<file path="src/rtl/alu_mode_pkg.sv">
package alu_mode_pkg;

  // Operation select codes, shared by both modes
  typedef enum logic [1:0] {
    SEL_PASS  = 2'd0,
    SEL_INV   = 2'd1,
    SEL_MIX   = 2'd2,
    SEL_INVMX = 2'd3
  } op_sel_e;

  // Per-slice control decoded once for the whole chain
  typedef struct packed {
    logic invert_a;   // first operand term is inverted
    logic use_b;      // second operand contributes
    logic carry_en;   // slice propagates and uses carries
  } slice_ctrl_t;

endpackage

</file>
<file path="src/rtl/alu_op_decode.sv">
module alu_op_decode
  import alu_mode_pkg::*;
(
  input  logic        arith_mode,
  input  logic [1:0]  op_sel,
  output slice_ctrl_t ctrl
);

  always_comb begin
    ctrl.invert_a = op_sel[0];
    ctrl.use_b    = op_sel[1];
    ctrl.carry_en = arith_mode;
  end

endmodule

</file>
<file path="src/rtl/alu_bit_slice.sv">
module alu_bit_slice
  import alu_mode_pkg::*;
(
  input  logic        a_bit,
  input  logic        b_bit,
  input  logic        c_in,
  input  slice_ctrl_t ctrl,
  output logic        f_bit,
  output logic        c_out
);

  logic a_term;
  logic b_term;
  logic c_term;

  always_comb begin
    a_term = a_bit ^ ctrl.invert_a;
    b_term = b_bit & ctrl.use_b;
    c_term = c_in & ctrl.carry_en;
    f_bit  = a_term ^ b_term ^ c_term;
    c_out  = ctrl.carry_en &
             ((a_term & b_term) | (a_term & c_in) | (b_term & c_in));
  end

endmodule

</file>
<file path="src/rtl/alu_slice_chain.sv">
module alu_slice_chain
  import alu_mode_pkg::*;
#(
  parameter int WIDTH = 8
) (
  input  logic [WIDTH-1:0] a_vec,
  input  logic [WIDTH-1:0] b_vec,
  input  logic             c_first,
  input  slice_ctrl_t      ctrl,
  output logic [WIDTH-1:0] f_vec,
  output logic             c_last
);

  localparam int NCARRY = WIDTH + 1;

  logic [NCARRY-1:0] carry;

  assign carry[0] = c_first;

  for (genvar g = 0; g < WIDTH; g++) begin : g_slice
    alu_bit_slice u_slice (
      .a_bit (a_vec[g]),
      .b_bit (b_vec[g]),
      .c_in  (carry[g]),
      .ctrl  (ctrl),
      .f_bit (f_vec[g]),
      .c_out (carry[g+1])
    );
  end

  assign c_last = carry[NCARRY-1];

endmodule

</file>
<file path="src/rtl/alu_mode_top.sv">
module alu_mode_top
  import alu_mode_pkg::*;
#(
  parameter int WIDTH = 8
) (
  input  logic [WIDTH-1:0] opa,
  input  logic [WIDTH-1:0] opb,
  input  logic             carry_in,
  input  logic             arith_mode,
  input  logic [1:0]       op_sel,
  output logic [WIDTH:0]   result
);

  slice_ctrl_t      ctrl;
  logic [WIDTH-1:0] f_low;
  logic             c_top;

  alu_op_decode u_decode (
    .arith_mode (arith_mode),
    .op_sel     (op_sel),
    .ctrl       (ctrl)
  );

  alu_slice_chain #(.WIDTH(WIDTH)) u_chain (
    .a_vec   (opa),
    .b_vec   (opb),
    .c_first (carry_in),
    .ctrl    (ctrl),
    .f_vec   (f_low),
    .c_last  (c_top)
  );

  assign result = {c_top, f_low};

endmodule

</file>
<file path="config.mk">
export PLATFORM = sky130hd
export DESIGN_NAME = alu_mode_top
export DESIGN_NICKNAME = d
export VERILOG_FILES = /design/src/rtl/alu_mode_pkg.sv /design/src/rtl/alu_op_decode.sv /design/src/rtl/alu_bit_slice.sv /design/src/rtl/alu_slice_chain.sv /design/src/rtl/alu_mode_top.sv
export SDC_FILE = /design/constraint.sdc
export NUM_CORES = 1
export LEC_CHECK = 0
export BUFFER_PORTS_ARGS = -buffer_cell sky130_fd_sc_hd__buf_2
export CAP_MARGIN = 20
export CORE_ASPECT_RATIO = 1.2
export CORE_MARGIN = 4
export CORE_UTILIZATION = 35
export DETAILED_ROUTE_END_ITERATION = 12
export PLACE_DENSITY = 0.65
export SLEW_MARGIN = 20
export SYNTH_ARGS = -nofsm -noshare
export SYNTH_HDL_FRONTEND = slang
export SYNTH_SLANG_ARGS = --single-unit
</file>
<file path="constraint.sdc">
create_clock -name vclk -period 4.8
set_input_delay 0.48 -clock vclk [all_inputs]
set_output_delay 0.48 -clock vclk [all_outputs]
set_load 0.01 [all_outputs]
</file>
-- After elaboration in Yosys (flattened, before gate mapping)
Cells that the tools add are included.
- bitwise logic cells: 88
- operators by type and width (kind ; number):
    AND 1 bit ; 48
    XOR 1 bit ; 24
    bitwise OR 1 bit ; 16
- bits of input ports: 20
- word-level logic and storage cells: 88
- output and inout bits: 9
- register bits: 0

-- Longest topological paths before layout
Gate-level depths: netlist of the first run.
- depth in word-level cells: 33
- gate-level depth with buffers: 10
- depth with buffers taken out: 8

-- Modules after synthesis
Synthesis of the first run repeated with hierarchy kept, for this count alone.
- cells, all modules: 60
- area total of the unflattened synthesis: 480.5 um^2
- modules (own cells, without submodules) (module ; cells each ; area an instance (um^2) ; instances ; sequential area each (um^2)):
    alu_bit_slice ; 7 ; 56.3 ; 8 ; 0.0
    alu_op_decode ; 3 ; 22.5 ; 1 ; 0.0
    alu_mode_top ; 1 ; 7.5 ; 1 ; 0.0

-- Least setup slack after synthesis of the first run
OpenSTA, ideal clock, no wires.
- path type: input port to output port
- start: input port op_sel[0]
- end: output port result[8]
- cell stages on the path: 10
- required time: 4.320 ns
- path slack: 1.979 ns
- path buffers: 2
- data arrival time: 2.341 ns
- path through: buf_6 -> xnor2_2 -> inv_1 -> ha_1 -> o21ai_0 -> a22oi_2 -> a311oi_4 -> nor3_2 -> a211o_1 -> buf_4
- cells in the longest elaborated chain, start to end: 33
- elaborated cells between the ends (all ways): 55
- those cells by class: 55 x bitwise
- ends and longest elaborated chain (what ; line ; source):
    start: declaration ; alu_mode_top.sv:10 ; input logic [1:0] op_sel,
    XOR 1 bit ; alu_bit_slice.sv:17 ; a_term = a_bit ^ ctrl.invert_a;
    AND 1 bit ; alu_bit_slice.sv:22 ; ((a_term & b_term) | (a_term & c_in) | (b_term & c_in));
    bitwise OR 1 bit (2 in a row) ; alu_bit_slice.sv:22 ;
    AND 1 bit ; alu_bit_slice.sv:21 ; c_out = ctrl.carry_en &
    AND 1 bit ; alu_bit_slice.sv:22 ;
    bitwise OR 1 bit (2 in a row) ; alu_bit_slice.sv:22 ;
    AND 1 bit ; alu_bit_slice.sv:21 ;
    AND 1 bit ; alu_bit_slice.sv:22 ;
    [14 not listed] ; n/a ;
    AND 1 bit ; alu_bit_slice.sv:21 ;
    AND 1 bit ; alu_bit_slice.sv:22 ;
    bitwise OR 1 bit (2 in a row) ; alu_bit_slice.sv:22 ;
    AND 1 bit ; alu_bit_slice.sv:21 ;
    AND 1 bit ; alu_bit_slice.sv:22 ;
    bitwise OR 1 bit ; alu_bit_slice.sv:22 ;
    bitwise OR 1 bit * ; alu_bit_slice.sv:22 ;
    AND 1 bit * ; alu_bit_slice.sv:21 ;
    end: declaration ; alu_mode_top.sv:11 ; output logic [WIDTH:0] result
Every way passes the cells marked *; elsewhere a longest branch is shown, timed or not.

-- Worst setup path in the final report of the first run
Ends and elaborated chain as after synthesis.

==> impl_results.html, run 1 <==
<table>
<tr><th>Metric</th><th>Value</th></tr>
<tr><th colspan="2">Run status</th></tr>
<tr><td>Run status</td><td>completed</td></tr>
<tr><th colspan="2">Power and ir drop</th></tr>
<tr><td>Comb pwr share</td><td>between 90% and 100%</td></tr>
<tr><td>Internal portion of total power</td><td>around 55 uW</td></tr>
<tr><td>Clock power frac</td><td>0%</td></tr>
<tr><td>Sequential Power Share</td><td>0%</td></tr>
<tr><td>PwrDens</td><td>between 100 and 150 nW/um^2</td></tr>
<tr><td>Switching component of the power</td><td>60.8 uW</td></tr>
<tr><td>Switching share of power</td><td>52.6%</td></tr>
<tr><td>Leakage component of the power</td><td>0.433 nW</td></tr>
<tr><td>Worst vdd rail ir drop</td><td>~56 uV</td></tr>
<tr><td>Overall Power</td><td>around 120 uW</td></tr>
<tr><th colspan="2">Floorplan</th></tr>
<tr><td>IO Count</td><td>29</td></tr>
<tr><td>Vert. Die Dim</td><td>roughly 60 um</td></tr>
<tr><td>Starting utilization of the core area</td><td>37.3%</td></tr>
<tr><td>Die X</td><td>between 50 and 60 um</td></tr>
<tr><td>Die outline area</td><td>3050 sq um</td></tr>
<tr><td>Core Box Area</td><td>~2100 sq um</td></tr>
<tr><td>Std cell rows</td><td>18</td></tr>
<tr><th colspan="2">Worst hold path</th></tr>
<tr><td>Hold wc startpoint</td><td>carry_in</td></tr>
<tr><td>Worst hold endpoint</td><td>result[0]</td></tr>
<tr><td>Min-delay worst type</td><td>in -&gt; out</td></tr>
<tr><td>Hold Path Depth</td><td>4</td></tr>
<tr><th colspan="2">Finish</th></tr>
<tr><td>Total number of nets in the final design</td><td>roughly 150</td></tr>
<tr><td>Most frequent cells in the layout</td><td>sky130_fd_sc_hd__buf_2, sky130_fd_sc_hd__nand2_1, sky130_fd_sc_hd__ha_1</td></tr>
<tr><td>ANT cells</td><td>0</td></tr>
<tr><td>Commonest non-fill, non-tap cell in the layout</td><td>sky130_fd_sc_hd__buf_2</td></tr>
<tr><td>Area grow syn2layout</td><td>10.9%</td></tr>
<tr><td>Post-route cell area</td><td>slightly below 900 sq um</td></tr>
<tr><td>Clock buffer cells</td><td>0</td></tr>
<tr><td>Count of placed standard cells in the final layout, fillers left out</td><td>147</td></tr>
<tr><td>Filler Cells Inserted</td><td>225</td></tr>
<tr><td>Final core utilization</td><td>between 40% and 50%</td></tr>
<tr><td>Sequential cell count</td><td>0</td></tr>
<tr><td>Area of the multi-input gates</td><td>~660 sq um</td></tr>
<tr><td>Sequential cell area</td><td>0 sq um</td></tr>
<tr><td>Layout cell share with drive strength beyond 1</td><td>around 40%</td></tr>
<tr><th colspan="2">Timing</th></tr>
<tr><td>Min Hold Slack</td><td>between 1 and 1.5 ns</td></tr>
<tr><td>Count of final setup violators</td><td>0</td></tr>
<tr><td>Count of endpoints failing hold in the final timing report</td><td>0</td></tr>
<tr><td>Worst-Margin Slew</td><td>about 0.44 ns</td></tr>
<tr><td>Worst slew margin relative to its limit</td><td>70.1%</td></tr>
<tr><td>RSZ-0062 raised after global routing</td><td>no</td></tr>
<tr><td>Post-route setup slack</td><td>~1.7 ns</td></tr>
<tr><td>Final period demand of the worst path</td><td>between 3 and 4 ns</td></tr>
<tr><td>Achievable clock frequency</td><td>0.321 GHz</td></tr>
<tr><td>Total count of max-transition violations in the final report</td><td>0</td></tr>
<tr><td>Sum of negative setup slack</td><td>0 ns</td></tr>
<tr><td>Crit share post-route</td><td>around 65%</td></tr>
<tr><th colspan="2">Critical path</th></tr>
<tr><td>Crit path max fanout</td><td>12</td></tr>
<tr><td>Class of the most critical setup path</td><td>in -&gt; out</td></tr>
<tr><td>Worst Setup End Kind</td><td>output pin</td></tr>
<tr><td>Data required, critical path</td><td>between 4 and 5 ns</td></tr>
<tr><td>Category of the worst setup path launch point</td><td>primary input</td></tr>
<tr><td>Data arrival time at the worst-slack endpoint</td><td>about 2.6 ns</td></tr>
<tr><th colspan="2">Clock tree</th></tr>
<tr><td>Post-CTS sizing</td><td>0</td></tr>
<tr><td>Number of buffers inserted to repair setup after CTS</td><td>0</td></tr>
<tr><td>Post-CTS Hold Buffers</td><td>0</td></tr>
<tr><th colspan="2">Global routing</th></tr>
<tr><td>Gr ovfl total</td><td>0</td></tr>
<tr><td>Pin count of the biggest net entering global routing</td><td>13</td></tr>
<tr><td>Antenna violations before repair</td><td>0</td></tr>
<tr><td>Wire length of the first global-routing pass</td><td>2690 um</td></tr>
<tr><td>Via count of the first global-routing pass</td><td>slightly below 700</td></tr>
<tr><td>Overall global routing resource usage</td><td>10.5%</td></tr>
<tr><th colspan="2">Yosys</th></tr>
<tr><td>Part of the Yosys area used for sequential elements</td><td>0%</td></tr>
<tr><td>Synth unique cells</td><td>37</td></tr>
<tr><td>Cells after synthesis</td><td>100</td></tr>
<tr><td>Post-synthesis instance area</td><td>781 sq um</td></tr>
<tr><td>Synthesized net count</td><td>128</td></tr>
<tr><td>Avg Cell Area, Syn</td><td>approximately 7.8 sq um</td></tr>
<tr><td>Count of synthesis-stage warnings from yosys</td><td>0</td></tr>
<tr><th colspan="2">Route</th></tr>
<tr><td>Final routed wirelength across all metal layers</td><td>~1600 um</td></tr>
<tr><td>Detailed router's first-iteration violation count</td><td>9</td></tr>
<tr><td>DR vias</td><td>712</td></tr>
<tr><td>Antenna Nets Post-Route</td><td>0</td></tr>
<tr><td>Average wire per standard cell</td><td>between 10 and 15 um</td></tr>
<tr><td># DRC</td><td>0</td></tr>
<tr><td>Detailed Routing Iterations Pass 1</td><td>4</td></tr>
<tr><td>Vias per std cell</td><td>around 4.8</td></tr>
<tr><th colspan="2">Place</th></tr>
<tr><td>Placer's final routability congestion estimate</td><td>0.796</td></tr>
<tr><td>Buffers added on ports</td><td>29</td></tr>
<tr><td>Placed cell count</td><td>~150</td></tr>
<tr><td>Total cell area at the placement stage</td><td>approximately 870 sq um</td></tr>
<tr><td>Worst slack at placement</td><td>~1.7 ns</td></tr>
<tr><th colspan="2">Run</th></tr>
<tr><td>Number of maximum-capacitance violations</td><td>0</td></tr>
</table>
synth_stat cells, types with 2 or more instances:
| master | instances | share of area (%) |
|---|---|---|
| sky130_fd_sc_hd__and2_2 | 5 | 4.8 |
| sky130_fd_sc_hd__o21ai_2 | 2 | 2.2 |
| sky130_fd_sc_hd__xor2_1 | 7 | 7.9 |
| sky130_fd_sc_hd__buf_6 | 2 | 2.9 |
| sky130_fd_sc_hd__o22a_1 | 2 | 2.2 |
| sky130_fd_sc_hd__buf_4 | 10 | 9.6 |
| sky130_fd_sc_hd__a21oi_1 | 4 | 2.6 |
| sky130_fd_sc_hd__o21ai_0 | 6 | 3.8 |
| sky130_fd_sc_hd__ha_1 | 8 | 13 |
| sky130_fd_sc_hd__nand2b_1 | 3 | 2.4 |
| sky130_fd_sc_hd__xnor2_1 | 5 | 5.6 |
| sky130_fd_sc_hd__o21a_1 | 2 | 1.9 |
| sky130_fd_sc_hd__nor2_1 | 5 | 2.4 |
| sky130_fd_sc_hd__xnor2_2 | 2 | 4.2 |
| sky130_fd_sc_hd__nand2_1 | 9 | 4.3 |
| sky130_fd_sc_hd__inv_1 | 7 | 3.4 |
cells by family after synthesis:
group	Yosys count	share of synthesized area, %
and+or+nand+nor	30	21.8
AOI/OAI and AO/OA	27	27.9
buffers and inverters	19	15.9
xor gates and xnor gates	15	19.7
adders and majority gates	8	12.8
muxes	1	1.92
area by class of cell:
cell class | count | share of cell area (%)
well taps | 30 | 4.34
multi-input cells | 81 | 75.9
repair buffers | 29 | 16.8
inverters | 7 | 3.03
how the worst max path moves through the flow:
| stage | from | to | slack [ns] | cells past startpoint |
|---|---|---|---|---|
| global placement | op_sel[0] | result[8] | 1.76 | 10 |
| floorplan | op_sel[0] | result[8] | 1.98 | 10 |
| CTS | op_sel[0] | result[8] | 1.68 | 10 |
| finish | op_sel[0] | result[8] | 1.68 | 10 |
| global route | op_sel[0] | result[6] | 1.46 | 10 |
| detailed placement | op_sel[0] | result[6] | 1.69 | 10 |
worst max-delay path: stages:
cell	delay, ns
sky130_fd_sc_hd__buf_2	0.30
sky130_fd_sc_hd__xnor2_2	0.20
sky130_fd_sc_hd__inv_1	0.07
sky130_fd_sc_hd__ha_1	0.20
sky130_fd_sc_hd__o21ai_0	0.34
sky130_fd_sc_hd__a22oi_2	0.16
sky130_fd_sc_hd__a311oi_4	0.39
sky130_fd_sc_hd__nor3_2	0.09
sky130_fd_sc_hd__a211o_1	0.27
sky130_fd_sc_hd__buf_2	0.14
power groups by stage:
stage | Clock [mW] | Sequential [mW] | Combinational, mW
2_1_floorplan | 0 | 0 | 0.105
5_1_grt | 0 | 0 | 0.130
3_5_place_dp | 0 | 0 | 0.117
4_1_cts | 0 | 0 | 0.117
3_3_place_gp | 0 | 0 | 0.115
6_report | 0 | 0 | 0.115
routing by layer:
| layer | GRT usage, % | routed length [um] |
|---|---|---|
| met5 | 0 | 0 |
| met4 | 0 | 0 |
| met3 | 1.25 | 88 |
| met2 | 21.0 | 844 |
| met1 | 12.6 | 641 |
Note: power is estimated with default switching activity, not from simulation.
==> run 2: changes to the inputs <==
==> constraint.sdc (replaced) <==
create_clock -name vclk -period 2.9
set_input_delay 0.29 -clock vclk [all_inputs]
set_output_delay 0.29 -clock vclk [all_outputs]
set_load 0.01 [all_outputs]
==> run 2 against run 1 <==
Against the previous run: global-route usage is 0.51 points higher; critical path depth stayed put; setup slack got worse by 1.4 ns; design area grew 0.87%; sequential share of layout area stayed put; count of clock-buffer cells in the layout is the same; critical path type unchanged; largest cell class unchanged.
==> impl_results.html, run 2 (synthesized netlist as in run 1, its figures left out) <==
<table>
<tr><th>Metric</th><th>Value</th></tr>
<tr><th colspan="2">Timing</th></tr>
<tr><td>Total count of max-transition violations in the final report</td><td>0 (unchanged)</td></tr>
<tr><td>RSZ-0062 raised after global routing</td><td>no</td></tr>
<tr><td>Sum of negative setup slack</td><td>0 ns (unchanged)</td></tr>
<tr><td>Min Hold Slack</td><td>0.940 ns (-0.370 ns)</td></tr>
<tr><td>Worst slew margin relative to its limit</td><td>71.0% (+0.85 points)</td></tr>
<tr><td>Post-route setup slack</td><td>0.249 ns (-1.43 ns)</td></tr>
<tr><td>Worst-Margin Slew</td><td>0.432 ns (-0.0126 ns)</td></tr>
<tr><td>Crit share post-route</td><td>roughly nine tenths</td></tr>
<tr><td>Count of endpoints failing hold in the final timing report</td><td>0 (unchanged)</td></tr>
<tr><td>Count of final setup violators</td><td>0 (unchanged)</td></tr>
<tr><td>Achievable clock frequency</td><td>around 0.38 GHz</td></tr>
<tr><td>Final period demand of the worst path</td><td>2.65 ns</td></tr>
<tr><th colspan="2">Route</th></tr>
<tr><td>Detailed router's first-iteration violation count</td><td>7 (-2)</td></tr>
<tr><td>Average wire per standard cell</td><td>10.5 um (-1.5%)</td></tr>
<tr><td>Final routed wirelength across all metal layers</td><td>1560 um (-0.83%)</td></tr>
<tr><td>DR vias</td><td>710 (-0.28%)</td></tr>
<tr><td># DRC</td><td>0 (unchanged)</td></tr>
<tr><td>Detailed Routing Iterations Pass 1</td><td>4 (unchanged)</td></tr>
<tr><td>Antenna Nets Post-Route</td><td>0 (unchanged)</td></tr>
<tr><td>Vias per std cell</td><td>4.80 (-0.95%)</td></tr>
<tr><th colspan="2">Finish</th></tr>
<tr><td>Post-route cell area</td><td>873 sq um (+0.87%)</td></tr>
<tr><td>Final core utilization</td><td>41.7% (+0.36 points)</td></tr>
<tr><td>Count of placed standard cells in the final layout, fillers left out</td><td>148 (+0.68%)</td></tr>
<tr><td>Sequential cell count</td><td>0 (unchanged)</td></tr>
<tr><td>Filler Cells Inserted</td><td>231 (+2.7%)</td></tr>
<tr><td>Total number of nets in the final design</td><td>148 (+0.68%)</td></tr>
<tr><td>Commonest non-fill, non-tap cell in the layout</td><td>sky130_fd_sc_hd__buf_2</td></tr>
<tr><td>ANT cells</td><td>0 (unchanged)</td></tr>
<tr><td>Sequential cell area</td><td>0 sq um (unchanged)</td></tr>
<tr><td>Area of the multi-input gates</td><td>657 sq um (unchanged)</td></tr>
<tr><td>Clock buffer cells</td><td>0 (unchanged)</td></tr>
<tr><td>Area grow syn2layout</td><td>11.9%</td></tr>
<tr><td>Most frequent cells in the layout</td><td>sky130_fd_sc_hd__buf_2, sky130_fd_sc_hd__nand2_1, sky130_fd_sc_hd__ha_1</td></tr>
<tr><td>Layout cell share with drive strength beyond 1</td><td>40.7% (+0.51 points)</td></tr>
<tr><th colspan="2">Critical path</th></tr>
<tr><td>Setup crit start</td><td>op_sel[0]</td></tr>
<tr><td>Worst path cell trace</td><td>buf_2, xnor2_2, inv_1, ha_1, o21ai_0, a22oi_2, a311oi_4, o221ai_1, xor2_1, buf_2</td></tr>
<tr><td>Data required, critical path</td><td>2.61 ns (-1.71 ns)</td></tr>
<tr><td>Worst Setup End Kind</td><td>output pin</td></tr>
<tr><td>Data arrival time at the worst-slack endpoint</td><td>2.36 ns (-0.28 ns)</td></tr>
<tr><td>Class of the most critical setup path</td><td>in -&gt; out</td></tr>
<tr><td>Crit path max fanout</td><td>5 (-7)</td></tr>
<tr><td>Largest stage delay, worst path</td><td>0.38 ns (about the same)</td></tr>
<tr><td>Capture point of the worst path</td><td>result[6]</td></tr>
<tr><td>Cell with the largest stage delay on the worst path</td><td>sky130_fd_sc_hd__a311oi_4</td></tr>
<tr><td>Most numerous cell on the critical path</td><td>sky130_fd_sc_hd__buf_2</td></tr>
<tr><td>Category of the worst setup path launch point</td><td>primary input</td></tr>
<tr><th colspan="2">Place</th></tr>
<tr><td>Placed cell count</td><td>148 (+0.68%)</td></tr>
<tr><td>Hpwl dp</td><td>1430 um</td></tr>
<tr><td>Buffers added on ports</td><td>29 (unchanged)</td></tr>
<tr><td>Placer's final routability congestion estimate</td><td>0.876 (+10%)</td></tr>
<tr><td>Total cell area at the placement stage</td><td>873 sq um (+0.87%)</td></tr>
<tr><td>Worst slack at placement</td><td>0.226 ns (-1.46 ns)</td></tr>
<tr><th colspan="2">Global routing</th></tr>
<tr><td>Antenna violations before repair</td><td>0 (unchanged)</td></tr>
<tr><td>Wire length of the first global-routing pass</td><td>2790 um (+3.6%)</td></tr>
<tr><td>Via count of the first global-routing pass</td><td>692 (+1.3%)</td></tr>
<tr><td>Gr ovfl total</td><td>0 (unchanged)</td></tr>
<tr><td>Pin count of the biggest net entering global routing</td><td>13 (unchanged)</td></tr>
<tr><td>Overall global routing resource usage</td><td>11.0% (+0.51 points)</td></tr>
<tr><th colspan="2">Floorplan</th></tr>
<tr><td>Std cell rows</td><td>18 (unchanged)</td></tr>
<tr><td>Starting utilization of the core area</td><td>37.3% (unchanged)</td></tr>
<tr><td>Die outline area</td><td>3050 sq um (unchanged)</td></tr>
<tr><td>Vert. Die Dim</td><td>59.7 um (unchanged)</td></tr>
<tr><td>IO Count</td><td>29 (unchanged)</td></tr>
<tr><td>Die X</td><td>51.1 um (unchanged)</td></tr>
<tr><td>Core Box Area</td><td>2090 sq um (unchanged)</td></tr>
<tr><th colspan="2">Clock tree</th></tr>
<tr><td>Post-CTS Hold Buffers</td><td>0 (unchanged)</td></tr>
<tr><td>Number of buffers inserted to repair setup after CTS</td><td>0 (unchanged)</td></tr>
<tr><td>Post-CTS sizing</td><td>0 (unchanged)</td></tr>
<tr><th colspan="2">Power and ir drop</th></tr>
<tr><td>Worst vdd rail ir drop</td><td>84.9 uV (+51%)</td></tr>
<tr><td>Overall Power</td><td>193 uW (+67%)</td></tr>
<tr><td>Leakage component of the power</td><td>0.437 nW (+1.1%)</td></tr>
<tr><td>PwrDens</td><td>221 nW/um^2 (+66%)</td></tr>
<tr><th colspan="2">Worst hold path</th></tr>
<tr><td>Min-delay worst type</td><td>in -&gt; out</td></tr>
<tr><th colspan="2">Run</th></tr>
<tr><td>Number of maximum-capacitance violations</td><td>0 (unchanged)</td></tr>
<tr><th colspan="2">Run status</th></tr>
<tr><td>Run status</td><td>completed</td></tr>
</table>
run 2: cell type report:
class / instances / area share, %
multi-input combinational: 81 / 75.2
timing repair buffer: 30 / 17.5
tap: 30 / 4.30
inverter: 7 / 3.01
run 2: where the power goes:
part / internal [mW] / leakage, nW / switching (mW) / total [mW]
Combinational: 0.0918 / 0.437 / 0.101 / 0.193
Sequential: 0 / 0 / 0 / 0
Clock: 0 / 0 / 0 / 0
run 2: worst min path at each step:
stage | slack, ns | startpoint | depth (start not counted) | end
after floorplan | 0.81 | carry_in | 3 | result[0]
after global placement | 0.93 | carry_in | 4 | result[0]
after detailed placement | 0.94 | carry_in | 4 | result[0]
after CTS | 0.94 | carry_in | 4 | result[0]
after global routing | 0.98 | carry_in | 4 | result[0]
final | 0.94 | carry_in | 4 | result[0]
run 2: routing by layer:
metal | track usage, % | up-vias | wire length [um]
met5 | 0 | - | 0
met4 | 0 | 0 | 0
met3 | 0.748 | 0 | 64
met2 | 20.8 | 16 | 793
met1 | 14.5 | 317 | 702
li1 | - | 377 | -
run 2: worst max-delay path, delay by kind of cell:
family                   cells  cell delay [ns]
AO/OA/AOI/OAI                4             1.10
XOR/XNOR                     2             0.40
adder cells (fa/ha/maj)      1             0.21
buffers and inverters        3             0.36
